**config.mk**
```make
export PLATFORM = sky130hd
export DESIGN_NAME = mbx_irq
export DESIGN_NICKNAME = d
export VERILOG_FILES = /design/src/rtl/mbx_pkg.sv /design/src/rtl/mbx_port_dec.sv /design/src/rtl/mbx_flag.sv /design/src/rtl/mbx_irq.sv
export SDC_FILE = /design/constraint.sdc
export NUM_CORES = 1
export LEC_CHECK = 0
export CORE_AREA = 2 2 39 41
export DETAILED_ROUTE_END_ITERATION = 6
export DIE_AREA = 0 0 41 43
export GPL_ROUTABILITY_DRIVEN = 1
export MAX_ROUTING_LAYER = met4
export SKIP_CTS_REPAIR_TIMING = 1
export SYNTH_ARGS = -nofsm -noshare
export SYNTH_HDL_FRONTEND = slang
export SYNTH_SLANG_ARGS = --single-unit
```
**constraint.sdc**
```tcl
create_clock -name clk -period 0.8 [get_ports clk]
set_input_delay 0.08 -clock clk [delete_from_list [all_inputs] [get_ports clk]]
set_output_delay 0.08 -clock clk [all_outputs]
set_load 0.02 [all_outputs]
```
**src/rtl/mbx_pkg.sv**
```systemverilog
package mbx_pkg;

  // Raw strobe decode of one port, before busy gating
  typedef struct packed {
    logic wr;   // selected write
    logic rd;   // selected, output-enabled access
  } acc_t;

  // Mailbox word owned by a side: side 0 -> top-1, side 1 -> top
  function automatic int unsigned mbx_slot(int unsigned aw, bit side);
    return (32'd1 << aw) - 32'd2 + {31'd0, side};
  endfunction

  function automatic acc_t mbx_classify(logic cs_n, logic we_n, logic oe_n);
    acc_t a;
    a.wr = !cs_n && !we_n;
    a.rd = !cs_n && !oe_n;
    return a;
  endfunction

endpackage

```
**src/rtl/mbx_port_dec.sv**
```systemverilog
module mbx_port_dec
  import mbx_pkg::*;
#(
  parameter int unsigned AW   = 10,
  parameter bit          SIDE = 1'b0
) (
  input  logic [AW-1:0] addr,
  input  logic          cs_n,
  input  logic          we_n,
  input  logic          oe_n,
  input  logic          busy_n,
  output logic          ring_o,   // raises the partner's flag
  output logic          ack_o     // clears this side's flag
);
  localparam int unsigned OWN_I  = mbx_slot(AW, SIDE);
  localparam int unsigned PEER_I = mbx_slot(AW, !SIDE);
  localparam logic [AW-1:0] OWN_SLOT  = AW'(OWN_I);
  localparam logic [AW-1:0] PEER_SLOT = AW'(PEER_I);

  acc_t acc;
  logic own_hit;
  logic peer_hit;

  assign acc      = mbx_classify(cs_n, we_n, oe_n);
  assign own_hit  = (addr == OWN_SLOT);
  assign peer_hit = (addr == PEER_SLOT);

  assign ring_o = busy_n && acc.wr && peer_hit;
  assign ack_o  = busy_n && acc.rd && own_hit;
endmodule

```
**src/rtl/mbx_flag.sv**
```systemverilog
module mbx_flag (
  input  logic clk,
  input  logic rst_n,
  input  logic set_i,
  input  logic clr_i,
  output logic flag_o
);
  logic flag_q;

  always_ff @(posedge clk or negedge rst_n) begin
    if (!rst_n)      flag_q <= 1'b0;
    else if (set_i)  flag_q <= 1'b1;   // set wins over a same-cycle clear
    else if (clr_i)  flag_q <= 1'b0;
  end

  assign flag_o = flag_q;

  AST_SET_WINS: assert property (@(posedge clk) disable iff (!rst_n)
    set_i |=> flag_o) else $error("set lost");
  AST_CLR_EMPTIES: assert property (@(posedge clk) disable iff (!rst_n)
    (clr_i && !set_i) |=> !flag_o) else $error("clear lost");
  AST_FLAG_HOLD: assert property (@(posedge clk) disable iff (!rst_n)
    (!set_i && !clr_i) |=> $stable(flag_o)) else $error("flag drift");
endmodule

```
**src/rtl/mbx_irq.sv**
```systemverilog
module mbx_irq #(
  parameter int unsigned ADDR_W = 10,
  parameter bit          IRQ_EN = 1'b1
) (
  input  logic              clk,
  input  logic              rst_n,
  input  logic [ADDR_W-1:0] a_addr,
  input  logic              a_cs_n,
  input  logic              a_we_n,
  input  logic              a_oe_n,
  input  logic              a_busy_n,
  input  logic [ADDR_W-1:0] b_addr,
  input  logic              b_cs_n,
  input  logic              b_we_n,
  input  logic              b_oe_n,
  input  logic              b_busy_n,
  output logic              a_irq_n,
  output logic              b_irq_n
);
  generate
    if (IRQ_EN) begin : g_on
      logic a_ring, a_ack, b_ring, b_ack;
      logic a_flag, b_flag;

      mbx_port_dec #(.AW(ADDR_W), .SIDE(1'b0)) u_dec_a (
        .addr(a_addr), .cs_n(a_cs_n), .we_n(a_we_n), .oe_n(a_oe_n),
        .busy_n(a_busy_n), .ring_o(a_ring), .ack_o(a_ack));
      mbx_port_dec #(.AW(ADDR_W), .SIDE(1'b1)) u_dec_b (
        .addr(b_addr), .cs_n(b_cs_n), .we_n(b_we_n), .oe_n(b_oe_n),
        .busy_n(b_busy_n), .ring_o(b_ring), .ack_o(b_ack));

      mbx_flag u_flag_a (.clk(clk), .rst_n(rst_n),
        .set_i(b_ring), .clr_i(a_ack), .flag_o(a_flag));
      mbx_flag u_flag_b (.clk(clk), .rst_n(rst_n),
        .set_i(a_ring), .clr_i(b_ack), .flag_o(b_flag));

      assign a_irq_n = !a_flag;
      assign b_irq_n = !b_flag;

      AST_BUSY_NO_SET_A: assert property (@(posedge clk) disable iff (!rst_n)
        (!b_busy_n && a_irq_n) |=> a_irq_n) else $error("busy set A");
      AST_BUSY_NO_SET_B: assert property (@(posedge clk) disable iff (!rst_n)
        (!a_busy_n && b_irq_n) |=> b_irq_n) else $error("busy set B");
      AST_BUSY_NO_CLR_A: assert property (@(posedge clk) disable iff (!rst_n)
        (!a_busy_n && !a_irq_n) |=> !a_irq_n) else $error("busy clr A");
      AST_BUSY_NO_CLR_B: assert property (@(posedge clk) disable iff (!rst_n)
        (!b_busy_n && !b_irq_n) |=> !b_irq_n) else $error("busy clr B");
    end else begin : g_off
      assign a_irq_n = 1'b1;
      assign b_irq_n = 1'b1;
    end
  endgenerate
endmodule

```
==> flow_metrics.env <==
export IMPL_die_w_um=41
export IMPL_swShare=0.199
export IMPL_start_util=0.113
export IMPL_cap_violations=0
export IMPL_nFillCells=144
export IMPL_p_int_w=0.000380
export IMPL_worstReg2RegStart="g_on.u_flag_a.flag_o"
export IMPL_core_region_area_um2=1380
export IMPL_clock_sinks=2
export IMPL_grt_setup_unrepaired="yes"
export IMPL_dr_pass1_iters=1
export IMPL_drive_gt1_frac=0.400
export IMPL_crit_path_start_kind="input pin"
export IMPL_drtAntennaViolNets=0
export IMPL_drt_wl_total_um=673
export IMPL_cp_endpoint="g_on.u_flag_a.flag_o"
export IMPL_worst_slack_ns=-0.0439
export IMPL_gp_congestion=0.608
export IMPL_grt_pass1_vias=283
export IMPL_row_count=14
export IMPL_power_total_w=0.000475
export IMPL_die_h_um=43
export IMPL_rrSetupSlack_ns=0.09
export IMPL_critPathMaxFanout=2
export IMPL_cts_tree="done"
export IMPL_htreeDepth=1
export IMPL_status="finished with violations"
export IMPL_syn_num_nets=49
export IMPL_wl_per_cell_um=9.48
export IMPL_yosysSeqAreaShare=0.320
export IMPL_cp_required_ns=0.89
export IMPL_critical_path_class="in2reg"
export IMPL_grt_usage=0.0832
export IMPL_crit_chain="clkdlybuf4s50_1 > nor2_1 > nor4b_2 > o32ai_2"
export IMPL_share_comb_of_total_power=0.323
export IMPL_fmax_ghz=1.18
export IMPL_syn_area_per_cell_um2=8.23
export IMPL_via_count=299
export IMPL_path_clk_slew_ns=0.03
export IMPL_syn_area_um2=156
export IMPL_whs_ns=0.0193
export IMPL_p_leak_nw=0.400
export IMPL_p_seq_frac=0.217
export IMPL_cts_max_path_buffers=2
export IMPL_grt_max_degree=3
export IMPL_violations="setup timing"
export IMPL_arrival_ns=0.93
export IMPL_period_needed_ns=0.844
export IMPL_synthesis_instances=19
export IMPL_grt_pass1_wl_um=986
export IMPL_startpoint="a_addr[0]"
export IMPL_clkLatencyLatePin_ns=0.22
export IMPL_dp_cells=68
export IMPL_cp_slowest_stage_delay_ns=0.42
export IMPL_grt_remaining_overflow=0
export IMPL_fin_tns_setup_ns=-0.140
export IMPL_numCtsBuffers=3
export IMPL_via_per_inst=4.21
export IMPL_worst_slew_pin_slew_ns=0.252
export IMPL_antenna_found_initial=0
export IMPL_syn2layout_area_growth_pct=295
export IMPL_p_switching_w=0.0000947
export IMPL_io_buffer_count=31
export IMPL_clock_root_buffer="clkbuf_4"
export IMPL_setup_violations=4
export IMPL_final_nets=87
export IMPL_ys_seq_elements=2
export IMPL_relSlewSlack=0.832
export IMPL_drt_iter0_drc=0
export IMPL_yosys_warnings=0
export IMPL_rr_endpoint="g_on.u_flag_a.flag_o"
export IMPL_die_area_um2=1760
export IMPL_diodes=0
export IMPL_max_vdd_ir_drop_mv=0.346
export IMPL_reg2regPathDepth=3
export IMPL_stdcell_count=71
export IMPL_slew_viol_final=0
export IMPL_io_pins=32
export IMPL_cellPowerDensity_nw_per_um2=769
export IMPL_yosysUniqueCellTypes=11
export IMPL_clockPowerShare=0.460
export IMPL_hold_class="in2async"
export IMPL_cp_end_kind="register"
export IMPL_clock_skew_ns=0
export IMPL_drc=0
export IMPL_final_hold_violation_count=0
export IMPL_cp_slowest_cell="clkdlybuf4s50_1"
export IMPL_post_route_period_util=1.05
[cell usage in the layout (no fill, tap or decap)]
| cell type | instances |
|---|---|
| nor4_4 | 1 |
| nor2_1 | 1 |
| dfrtp_1 | 2 |
| clkbuf_2 | 4 |
| dlymetal6s2s_1 | 19 |
| nand2b_4 | 1 |
| inv_2 | 2 |
| nand3_2 | 2 |
| inv_1 | 1 |
| buf_6 | 2 |
| or3_4 | 2 |
| nor4b_2 | 1 |
| nand4_1 | 2 |
| o32ai_2 | 2 |
| buf_4 | 2 |
| clkdlybuf4s50_1 | 6 |
| nand4b_1 | 2 |
| clkbuf_4 | 3 |
[kinds of logic after synthesis]
kind of cell / share of synthesized area
simple gates: 0.496
compound gates: 0.112
flops: 0.320
buf+inv: 0.0720
[registers in the layout (all words and copies together) (netlist names)]
name / count
g_on.u_flag_a.flag_o: 1
g_on.u_flag_b.flag_o: 1
[critical path: cells and delay by family]
kind,cells,cell delay (ns)
compound gates,1,0.12
buf+inv,1,0.42
simple gates,2,0.32
[cells in the mapped netlist, drive strengths merged]
cell    instances  share of area
dfrtp           2           0.32
inv             3          0.072
nand2b          1          0.040
nand3           2          0.064
nand4           2          0.080
nand4b          2           0.11
nor2            1          0.024
nor4            1          0.040
nor4b           1          0.056
o32ai           2           0.11
or3             2          0.080
[power groups by stage]
stage / Sequential (W) / Combinational, W / Clock, W
2_1_floorplan: 0.000104 / 0.0000144 / 0
3_3_place_gp: 0.000104 / 0.000160 / 0
3_5_place_dp: 0.000104 / 0.000162 / 0
4_1_cts: 0.000103 / 0.000162 / 0.000229
5_1_grt: 0.000103 / 0.000166 / 0.000234
6_report: 0.000103 / 0.000153 / 0.000219
[area by class of cell]
class / count / area (µm²) / area share
Sequential cell: 2 / 50.0 / 0.0810
Inverter: 3 / 11.3 / 0.0182
Multi-Input combinational cell: 14 / 159 / 0.257
Clock buffer: 3 / 22.5 / 0.0364
Timing Repair Buffer: 33 / 355 / 0.575
Tap cell: 16 / 20.0 / 0.0324
[worst min path at each step]
stage	endpoint	slack, ns
3_5_place_dp	g_on.u_flag_a.flag_o	0.25
2_1_floorplan	g_on.u_flag_a.flag_o	-0.22
3_3_place_gp	g_on.u_flag_a.flag_o	0.26
5_1_grt	g_on.u_flag_a.flag_o	0.02
6_report	g_on.u_flag_a.flag_o	0.02
4_1_cts	g_on.u_flag_a.flag_o	0.02
[metrics by stage]
step	util	worst slack [ns]	instance area, µm²
after floorplan	-	-0.0752	156
after global placement	0.363	-0.571	502
after detailed placement	0.363	-0.565	502
after CTS	0.379	-0.533	524
after global routing	0.447	-0.103	618
final	0.447	-0.0439	618
[layer usage]
| metal | track usage | vias to the layer above | wire (µm) |
|---|---|---|---|
| li1 | - | 150 | - |
| met4 | 0.0400 | 0 | 0 |
| met2 | 0.128 | 18 | 359 |
| met5 | - | - | 0 |
| met1 | 0.0897 | 131 | 245 |
| met3 | 0.0314 | 0 | 68 |
No activity file was read; power rests on OpenSTA's default activity.
